===== src/rtl/i2cx_pkg.sv =====
package i2cx_pkg;
   localparam int BYTE_W = 8;
   localparam int ADDR_W = 7;
   localparam int LO_W   = 4;
   localparam int PFX_W  = ADDR_W - LO_W;
   localparam int CNT_W  = $clog2(BYTE_W + 1);

   typedef enum logic [2:0] {
      ST_IDLE, ST_ADDR, ST_AACK, ST_WDATA, ST_WACK, ST_RDATA, ST_RACK, ST_IGNORE
   } eng_state_t;
endpackage


===== src/rtl/i2cx_line_cond.sv =====
module i2cx_line_cond #(
   parameter int STAGES = 2
) (
   input  logic clk,
   input  logic rst_n,
   input  logic scl_i,
   input  logic sda_i,
   output logic scl_rise,
   output logic scl_fall,
   output logic start_c,
   output logic stop_c,
   output logic sda_s
);
   logic [STAGES-1:0] scl_q, sda_q;
   logic              scl_d, sda_d, scl_s;

   generate
      for (genvar g = 0; g < STAGES; g++) begin : g_sync
         if (g == 0) begin : g_first
            always_ff @(posedge clk or negedge rst_n)
               if (!rst_n) begin scl_q[0] <= 1'b1; sda_q[0] <= 1'b1; end
               else        begin scl_q[0] <= scl_i; sda_q[0] <= sda_i; end
         end else begin : g_next
            always_ff @(posedge clk or negedge rst_n)
               if (!rst_n) begin scl_q[g] <= 1'b1; sda_q[g] <= 1'b1; end
               else        begin scl_q[g] <= scl_q[g-1]; sda_q[g] <= sda_q[g-1]; end
         end
      end
   endgenerate

   assign scl_s = scl_q[STAGES-1];
   assign sda_s = sda_q[STAGES-1];

   always_ff @(posedge clk or negedge rst_n)
      if (!rst_n) begin scl_d <= 1'b1; sda_d <= 1'b1; end
      else        begin scl_d <= scl_s; sda_d <= sda_s; end

   assign scl_rise = scl_s & ~scl_d;
   assign scl_fall = ~scl_s & scl_d;
   assign start_c  = scl_s & scl_d & sda_d & ~sda_s;
   assign stop_c   = scl_s & scl_d & ~sda_d & sda_s;

   AST_COND_EXCL: assert property (@(posedge clk) disable iff (!rst_n)
      $onehot0({start_c, stop_c, scl_rise, scl_fall})) else $error("bus events overlap");
endmodule


===== src/rtl/i2cx_out_latch.sv =====
module i2cx_out_latch #(
   parameter int          W    = 8,
   parameter logic [W-1:0] INIT = '0
) (
   input  logic         clk,
   input  logic         rst_n,
   input  logic         wr,
   input  logic [W-1:0] d,
   output logic [W-1:0] q
);
   always_ff @(posedge clk or negedge rst_n)
      if (!rst_n)  q <= INIT;
      else if (wr) q <= d;

   AST_LATCH_HOLD: assert property (@(posedge clk) disable iff (!rst_n)
      !wr |=> $stable(q)) else $error("latch moved without write");
endmodule


===== src/rtl/i2cx_engine.sv =====
module i2cx_engine
   import i2cx_pkg::*;
#(
   parameter logic [PFX_W-1:0] A_PREFIX = 3'b110,
   parameter logic [PFX_W-1:0] B_PREFIX = 3'b101
) (
   input  logic              clk,
   input  logic              rst_n,
   input  logic              abort_n,
   input  logic              scl_rise,
   input  logic              scl_fall,
   input  logic              start_c,
   input  logic              stop_c,
   input  logic              sda_s,
   input  logic [LO_W-1:0]   addr_lo,
   input  logic [BYTE_W-1:0] pins_a,
   input  logic [BYTE_W-1:0] pins_b,
   input  logic [BYTE_W-1:0] flags,
   output logic              sda_pull,
   output logic              wr_a,
   output logic              wr_b,
   output logic [BYTE_W-1:0] wr_data,
   output logic              det_sample,
   output logic              det_clear
);
   eng_state_t        st;
   logic [CNT_W-1:0]  cnt;
   logic [BYTE_W-1:0] sh;
   logic              rw, grp_b, flag_next;

   assign wr_data = sh;

   always_ff @(posedge clk or negedge rst_n) begin
      if (!rst_n) begin
         st <= ST_IDLE; cnt <= '0; sh <= '0; rw <= 1'b0; grp_b <= 1'b0;
         flag_next <= 1'b0; sda_pull <= 1'b0; wr_a <= 1'b0; wr_b <= 1'b0;
         det_sample <= 1'b0; det_clear <= 1'b0;
      end else begin
         wr_a <= 1'b0; wr_b <= 1'b0; det_sample <= 1'b0; det_clear <= 1'b0;
         if (!abort_n) begin
            st <= ST_IDLE; sda_pull <= 1'b0;
         end else if (start_c) begin
            st <= ST_ADDR; cnt <= '0; sda_pull <= 1'b0;
         end else if (stop_c) begin
            st <= ST_IDLE; sda_pull <= 1'b0;
         end else begin
            unique case (st)
               ST_ADDR, ST_WDATA: begin
                  if (scl_rise) begin
                     sh  <= {sh[BYTE_W-2:0], sda_s};
                     cnt <= cnt + 1'b1;
                  end else if (scl_fall && cnt == CNT_W'(BYTE_W)) begin
                     if (st == ST_WDATA) begin
                        sda_pull <= 1'b1; st <= ST_WACK;
                     end else if (sh[BYTE_W-1:1] == {A_PREFIX, addr_lo} ||
                                  sh[BYTE_W-1:1] == {B_PREFIX, addr_lo}) begin
                        grp_b    <= (sh[BYTE_W-1:1] == {B_PREFIX, addr_lo});
                        rw       <= sh[0];
                        sda_pull <= 1'b1;
                        st       <= ST_AACK;
                     end else begin
                        st <= ST_IGNORE;
                     end
                  end
               end
               ST_AACK: begin
                  if (scl_rise) begin
                     det_clear <= ~grp_b;
                     if (rw) begin
                        sh         <= grp_b ? pins_b : pins_a;
                        det_sample <= ~grp_b;
                        flag_next  <= ~grp_b;
                     end
                  end else if (scl_fall) begin
                     cnt      <= '0;
                     st       <= rw ? ST_RDATA : ST_WDATA;
                     sda_pull <= rw ? ~sh[BYTE_W-1] : 1'b0;
                  end
               end
               ST_WACK: begin
                  if (scl_rise) begin
                     wr_a <= ~grp_b; wr_b <= grp_b;
                  end else if (scl_fall) begin
                     sda_pull <= 1'b0; cnt <= '0; st <= ST_WDATA;
                  end
               end
               ST_RDATA: begin
                  if (scl_rise) begin
                     cnt <= cnt + 1'b1;
                  end else if (scl_fall) begin
                     if (cnt == CNT_W'(BYTE_W)) begin
                        sda_pull <= 1'b0; st <= ST_RACK;
                     end else begin
                        sh       <= {sh[BYTE_W-2:0], 1'b0};
                        sda_pull <= ~sh[BYTE_W-2];
                     end
                  end
               end
               ST_RACK: begin
                  if (scl_rise) begin
                     if (sda_s) begin
                        st <= ST_IGNORE;
                     end else if (!grp_b && flag_next) begin
                        sh <= flags; flag_next <= 1'b0;
                     end else begin
                        sh         <= grp_b ? pins_b : pins_a;
                        det_sample <= ~grp_b;
                        flag_next  <= ~grp_b;
                     end
                  end else if (scl_fall) begin
                     cnt <= '0; st <= ST_RDATA; sda_pull <= ~sh[BYTE_W-1];
                  end
               end
               default: sda_pull <= 1'b0;
            endcase
         end
      end
   end

   AST_ABORT_RELEASE: assert property (@(posedge clk) disable iff (!rst_n)
      !abort_n |=> !sda_pull) else $error("SDA held after abort");
   AST_STOP_RELEASE: assert property (@(posedge clk) disable iff (!rst_n)
      (stop_c && abort_n) |=> !sda_pull) else $error("SDA held after STOP");
   AST_ONE_GROUP_WRITE: assert property (@(posedge clk) disable iff (!rst_n)
      $onehot0({wr_a, wr_b})) else $error("both groups written");
   AST_STROBE_AT_RISE: assert property (@(posedge clk) disable iff (!rst_n)
      (det_sample || det_clear || wr_a || wr_b) |-> $past(scl_rise)) else $error("strobe off SCL rise");
   AST_IGNORE_QUIET: assert property (@(posedge clk) disable iff (!rst_n)
      (st == ST_IGNORE && !start_c) |=> !sda_pull) else $error("SDA driven while ignoring");
endmodule


===== src/rtl/dual_port_i2c_slave.sv =====
module dual_port_i2c_slave
   import i2cx_pkg::*;
#(
   parameter int                SYNC_STAGES = 2,
   parameter logic [PFX_W-1:0]  A_PREFIX    = 3'b110,
   parameter logic [PFX_W-1:0]  B_PREFIX    = 3'b101,
   parameter logic [BYTE_W-1:0] A_INIT      = 8'hF0,
   parameter logic [BYTE_W-1:0] B_INIT      = 8'h0F
) (
   input  logic              clk,
   input  logic              rst_n,
   input  logic              bus_abort_n,
   input  logic              scl_i,
   input  logic              sda_i,
   output logic              sda_pull_o,
   input  logic [LO_W-1:0]   addr_lo_i,
   input  logic [BYTE_W-1:0] pins_a_i,
   input  logic [BYTE_W-1:0] pins_b_i,
   input  logic [BYTE_W-1:0] flags_i,
   output logic [BYTE_W-1:0] out_a_o,
   output logic [BYTE_W-1:0] out_b_o,
   output logic              det_sample_o,
   output logic              det_clear_o
);
   localparam int N_GRP = 2;
   localparam logic [N_GRP*BYTE_W-1:0] INIT_VEC = {B_INIT, A_INIT};

   generate
      if (SYNC_STAGES < 2) begin : g_bad_sync
         $error("SYNC_STAGES must be at least 2");
      end
      if (A_PREFIX == B_PREFIX) begin : g_bad_prefix
         $error("group prefixes must differ");
      end
   endgenerate

   logic scl_rise, scl_fall, start_c, stop_c, sda_s;
   logic [N_GRP-1:0]        wr_grp;
   logic [BYTE_W-1:0]       wr_data;
   logic [BYTE_W-1:0]       q_grp [N_GRP];

   i2cx_line_cond #(.STAGES(SYNC_STAGES)) u_cond (
      .clk(clk), .rst_n(rst_n), .scl_i(scl_i), .sda_i(sda_i),
      .scl_rise(scl_rise), .scl_fall(scl_fall), .start_c(start_c),
      .stop_c(stop_c), .sda_s(sda_s));

   i2cx_engine #(.A_PREFIX(A_PREFIX), .B_PREFIX(B_PREFIX)) u_eng (
      .clk(clk), .rst_n(rst_n), .abort_n(bus_abort_n),
      .scl_rise(scl_rise), .scl_fall(scl_fall), .start_c(start_c),
      .stop_c(stop_c), .sda_s(sda_s), .addr_lo(addr_lo_i),
      .pins_a(pins_a_i), .pins_b(pins_b_i), .flags(flags_i),
      .sda_pull(sda_pull_o), .wr_a(wr_grp[0]), .wr_b(wr_grp[1]),
      .wr_data(wr_data), .det_sample(det_sample_o), .det_clear(det_clear_o));

   generate
      for (genvar g = 0; g < N_GRP; g++) begin : g_latch
         i2cx_out_latch #(.W(BYTE_W), .INIT(INIT_VEC[g*BYTE_W +: BYTE_W])) u_lat (
            .clk(clk), .rst_n(rst_n), .wr(wr_grp[g]), .d(wr_data), .q(q_grp[g]));
      end
   endgenerate

   assign out_a_o = q_grp[0];
   assign out_b_o = q_grp[1];
endmodule


===== config.mk =====
export PLATFORM = sky130hd
export DESIGN_NAME = dual_port_i2c_slave
export DESIGN_NICKNAME = d
export VERILOG_FILES = /design/src/rtl/i2cx_pkg.sv /design/src/rtl/i2cx_line_cond.sv /design/src/rtl/i2cx_out_latch.sv /design/src/rtl/i2cx_engine.sv /design/src/rtl/dual_port_i2c_slave.sv
export SDC_FILE = /design/constraint.sdc
export NUM_CORES = 1
export LEC_CHECK = 0
export ABC_AREA = 1
export BUFFER_PORTS_ARGS = -buffer_cell sky130_fd_sc_hd__clkbuf_2
export CAP_MARGIN = 20
export CORE_ASPECT_RATIO = 1.75
export CORE_MARGIN = 3
export CORE_UTILIZATION = 54
export DETAILED_ROUTE_END_ITERATION = 8
export GPL_TIMING_DRIVEN = 0
export HOLD_SLACK_MARGIN = 0.05
export PLACE_DENSITY = 0.84
export SLEW_MARGIN = 20
export SYNTH_ARGS = -nofsm -noshare
export SYNTH_HDL_FRONTEND = slang
export SYNTH_SLANG_ARGS = --single-unit

===== constraint.sdc =====
create_clock -name clk -period 1.9 [get_ports clk]
set_input_delay 0.38 -clock clk [delete_from_list [all_inputs] [get_ports clk]]
set_output_delay 0.38 -clock clk [all_outputs]
set_load 0.05 [all_outputs]

Word-level counts from Yosys, hierarchy flattened
Cells that the tools add are included.
- add/subtract/negate cells: 1
- multiply operators: 0
- divide/modulo/power cells: 0
- magnitude comparators: 0
- eq/ne operators: 36
- shifts and indexed selects: 0
- multiplexer cells: 82
- bitwise operators: 18
- reductions and logical operators: 16
- operators by type and width (operator ; count):
    $mux W8 ; 10
    $mux W3 ; 18
    $mux W1 ; 43
    $pmux W8 S4 ; 1
    $ne A5 B4 Y1 const B ; 6
    $ne A5 B5 Y1 const B ; 5
    $reduce_and A12 Y1 ; 2
    $mux W4 ; 5
    $reduce_and A8 Y1 ; 2
    $pmux W3 S5 ; 1
    $eq A7 B7 Y1 ; 2
    $ne A2 B2 Y1 const B ; 7
    $not A1 Y1 ; 11
    $reduce_and A11 Y1 ; 1
    $eq A3 B3 Y1 const B ; 3
    $ne A8 B1 Y1 const B ; 1
    $pmux W4 S2 ; 1
    $and A1 B1 Y1 ; 7
    $eq A3 B2 Y1 const B ; 2
    $ne A3 B1 Y1 const B ; 2
    $ne A6 B4 Y1 const B ; 1
    $ne A6 B5 Y1 const B ; 1
    $ne A6 B6 Y1 const B ; 1
    $reduce_and A6 Y1 ; 1
    15 further kinds ; 19
- flip-flop bits (word level): 45
- bits in latches: 0
- RAM bits: 0
- ROM bits: 0
- output and inout bits: 19
- memories kept: 0

Logic depth before layout (Yosys ltp)
- depth in word-level cells: 10
- depth in mapped cells: 11
- mapped depth without buffers: 11

By module
From an unflattened synthesis, not the netlist that was laid out.
- cell total of the unflattened synthesis: 351
- area, all modules: 2508.7 um^2
- by module, submodules not included (module ; instances ; cells each ; area each (um^2)):
    i2cx_engine ; 1 ; 266 ; 1689.1
    i2cx_out_latch ; 2 ; 34 ; 310.3
    i2cx_line_cond ; 1 ; 17 ; 198.9

Worst setup path after synthesis
No wires, ideal clock.
- kind: register -> register
- from: reg u_cond.scl_q[1], in the netlist u_cond.scl_s
- to: reg u_eng.sh[6], in the netlist u_eng.wr_data[6]
- library setup time: 123 ps
- data arrival time: 1406 ps
- data required time: 1777 ps
- path slack: 371 ps
- stages on the path, launching flop included: 11
- path through: dfstp_2 > inv_1 > nor2_2 > inv_2 > nand2_1 > nand3_1 > nor3_4 > nand2_4 > buf_6 > nand2_1 > o21ai_2
- longest elaborated chain between the ends: 5
- RTL lines (item ; line ; RTL):
    start, declared ; i2cx_line_cond.sv:14 ; logic [STAGES-1:0] scl_q, sda_q;
    start signal, assigned by index ; i2cx_line_cond.sv:26 ; else begin scl_q[g] <= scl_q[g-1]; sda_q[g] <= sda_q[g-1]; end
    $and A1 B1 Y1 ; i2cx_line_cond.sv:40, i2cx_line_cond.sv:41 ;
    $and A1 B1 Y1 (on tied branches) (2 in a row) ; i2cx_line_cond.sv:41, i2cx_line_cond.sv:40 ;
    $not A1 Y1 (no line) ; n/a ;
    $reduce_and A12 Y1 (no line) * ; n/a ;
    end signal, assigned ; i2cx_engine.sv:50 ; sh <= {sh[BYTE_W-2:0], sda_s};
    end signal, assigned ; i2cx_engine.sv:70 ; sh <= grp_b ? pins_b : pins_a;
    end signal, assigned ; i2cx_engine.sv:94 ; sh <= {sh[BYTE_W-2:0], 1'b0};
    end, declared ; i2cx_engine.sv:28 ; logic [BYTE_W-1:0] sh;
Every way passes the cells marked *; elsewhere a longest branch is shown, timed or not.
A chain may end at the register's enable or synchronous reset.

Worst setup path in the final report
- from: reg u_eng.st[0]
- to: reg u_eng.sh[3], in the netlist u_eng.wr_data[3]
- longest elaborated chain between the ends: 4
- RTL lines (item ; line ; RTL):
    start, declared ; i2cx_engine.sv:26 ; eng_state_t st;
    start signal, assigned ; i2cx_engine.sv:76 ; st <= rw ? ST_RDATA : ST_WDATA;
    $eq A3 B1 Y1 or $eq A3 B2 Y1 (tied branches) ; i2cx_engine.sv:47 ; unique case (st)
    $reduce_or A2 Y1 ; i2cx_engine.sv:47 ;
    $reduce_bool A4 Y1 (no line) or $ne A2 B2 Y1 (tied branches) ; n/a ;
    $reduce_and A12 Y1 (no line) ; n/a ;
Several ways; a longest one is shown, not always the timed one.

==> results.tsv <==
metric	value	unit
largest net degree at the start of global routing	46	
post_cts resized	0	
TritonCTS Buffers	5	
Die W	57.06	um
EDFF count, synth	0	
Synth Cell Area	0.002464	mm2
Power Density	1427	mW/mm2
peak supply drop	1024	uV
Hold Path Depth	1	
Clock Latency Late Sink	0.29	ns
Synth Area in Compound Gates	0.1336	
Reg2Reg Depth	6	
Synth Area in XOR/XNOR	0.007110	
DRT Wirelength	6376	um
Mapped Nets	358	
IO Pins	52	
Filler cells	387	
mux share of post-synthesis cell area	0	
Critical Path Start Type	flip-flop	
largest family of logic cells by synthesized area	simple AND/OR/NAND/NOR gates	
Clock Skew	0.01025	ns
synthesis-stage register bit count	45	
clock transition at the registers of the reported paths	0.09	ns
maxcap violations	0	
vias	2353	
drt pass-1 iters	4	
GR Util met1	0.2329	
Pins Over Slew Limit	0	
Longest Clk Path Bufs	2	
met2 Resource Use GR	0.4876	
Initial Util	0.5774	
Async SR Flop Fraction	1.000	
WS Path Type	reg2reg	
# DRC	0	
Detailed Route Iter0 Violations	136	
CP max FO	8	
# Post-CTS Setup Buffers	0	
# hold bufs at CTS	0	
CTS Sinks	45	
initial antenna violation count	0	
GPL Wtd Cong	0.9171	
Core Util, Final	0.6760	
Synth Flop Type	dfrtp_1	
Leakage	0.001486	uW
Max Fclk	571.3	MHz
Least-Margin Pin Slew	0.9831	ns
Hold Crit Class	in2reg	
Total GRT Usage	0.2453	
Rows	31	
GR Util met3	0.02981	
Critical Path Sink Type	flip-flop	
share of cells above drive strength 1	0.2677	
CORE AREA	0.004267	mm2
CTS root buf	clkbuf_8	
Port Buffers	51	
vias per cell	5.472	
synthesized area per cell	7.627	um2
routed len/inst	14.83	um
DPL Wire Length	4928	um
vias in the first global route	2368	
post-synth cell types	32	
register area	0.001144	mm2
die height	95.35	um
first-pass GRT wire length	10320	um
run status	complete, no violations	
ANT nets after route	0	
final hold vios	0	
setup_tns	0	ns
register area share after synthesis	0.4642	
Diodes inserted	0	
CTS tree	built	
RSZ-0062 raised after global routing	no	
Power Total	4116	uW
Max-slew headroom	0.3446	
Final setup viols	0	
simple-gate area share of the yosys netlist	0.3042	
Area Overhead vs Synth	17.06	%
gr busiest metal	met2	
period utilization	0.9213	
# nets final	416	
Post-Syn Instances	323	
H-Tree Depth	2	
min Tclk post-route	1.750	ns
Critical Path RT	2.11	ns
area occupied by multi-input gates	0.001121	mm2
total grt overflow	0	
Synth Area in Adders	0.01016	
Die ar.	0.005441	mm2
Yosys warnings	0	
data arrival time of the worst path	1.96	ns
cell type report:
cell class,count,share of cell area
buffer,10,0.01952
timing repair buffer,51,0.08850
inverter,38,0.04946
tap,49,0.02126
multi-input combinational,230,0.3887
clock inverter,2,0.01215
sequential,45,0.3965
clock buffer,5,0.02386
metal layers:
metal,vias to the layer above,share of wire
met4,0,0.033
li1,1152,-
met3,18,0.040
met2,75,0.57
met5,-,0
met1,1108,0.36
Yosys cell counts, types with 3 or more instances:
| master | n | share of area |
|---|---|---|
| o21ai_2 | 3 | 0.011 |
| nand4_1 | 3 | 0.0076 |
| inv_2 | 8 | 0.012 |
| buf_4 | 3 | 0.0091 |
| nand3_1 | 19 | 0.039 |
| dfstp_2 | 14 | 0.15 |
| nor2_1 | 45 | 0.069 |
| nand2_2 | 3 | 0.0076 |
| nor2_2 | 5 | 0.013 |
| dfrtp_1 | 31 | 0.31 |
| inv_1 | 30 | 0.046 |
| o21ai_0 | 14 | 0.028 |
| nand2_1 | 76 | 0.12 |
| a21oi_1 | 24 | 0.049 |
| a211oi_1 | 7 | 0.021 |
| nor3_1 | 8 | 0.016 |
| o21ai_1 | 7 | 0.014 |
| clkbuf_1 | 6 | 0.0091 |
where the power goes:
group | total [uW] | switching (uW) | internal (uW)
Combinational | 2000 | 1420 | 587
Sequential | 1420 | 171 | 1250
Clock | 695 | 312 | 383
Total | 4120 | 1900 | 2220
final timing paths:
| path | start | end | slack [ns] |
|---|---|---|---|
| setup / recovery | u_eng.st[0] | u_eng.wr_data[3] | 0.15 |
| hold / removal | scl_i | u_cond.scl_q[0] | 0.17 |
| setup reg to reg | u_eng.st[0] | u_eng.wr_data[3] | 0.15 |
| hold reg to reg | u_cond.sda_q[0] | u_cond.sda_s | 0.36 |
| max in group asynchronous | rst_n | u_eng.det_sample | 1.04 |
| min in group asynchronous | rst_n | g_latch[0].u_lat.q[2] | 0.24 |
cell families (layout without fill, tap and decap cells):
kind of cell	Yosys count	count (layout)
buffers and inverters	48	106
adder cells (fa/ha/maj)	2	2
AO/OA/AOI/OAI	58	58
AND/OR/NAND/NOR	168	168
flip-flops	45	45
XOR/XNOR	2	2
critical path, cell delays in order (launching register included):
cell and delay, ns:
dfrtp_1 0.36, buf_4 0.17, inv_2 0.08, nand2_1 0.11, nor2_1 0.54, a211oi_1 0.22, o21ai_1 0.18
placed cells by master, fill, tap and decap left out, types with 6 or more instances in the layout:
| cell type | synthesis | routed |
|---|---|---|
| o21ai_1 | 7 | 7 |
| inv_1 | 30 | 30 |
| nand3_1 | 19 | 19 |
| nor3_1 | 8 | 8 |
| nand2_1 | 76 | 76 |
| inv_2 | 8 | 8 |
| dfstp_2 | 14 | 14 |
| a21oi_1 | 24 | 24 |
| dfrtp_1 | 31 | 31 |
| a211oi_1 | 7 | 7 |
| clkbuf_1 | 6 | 6 |
| nor2_1 | 45 | 45 |
| clkbuf_2 | 0 | 50 |
| o21ai_0 | 14 | 14 |
per-stage QoR:
| step | instances | setup WS (ns) | cell area (um2) | hold slack (ns) |
|---|---|---|---|---|
| after floorplan | 323 | 0.3707 | 2464 | 0.08441 |
| after global placement | 423 | 0.2625 | 2780 | 0.3466 |
| after detailed placement | 423 | 0.1700 | 2780 | 0.3507 |
| after CTS | 430 | 0.1543 | 2884 | 0.1608 |
| after global routing | 430 | 0.03277 | 2884 | 0.1634 |
| final | 430 | 0.1495 | 2884 | 0.1728 |
flip-flops by register name (all words and copies together), names as in the netlist, 3 cells and up:
signal and cells:
g_latch.u_lat.q 16, u_eng.cnt 4, u_eng.st 3, u_eng.wr_data 8
Note: power is estimated with default switching activity, not from simulation.
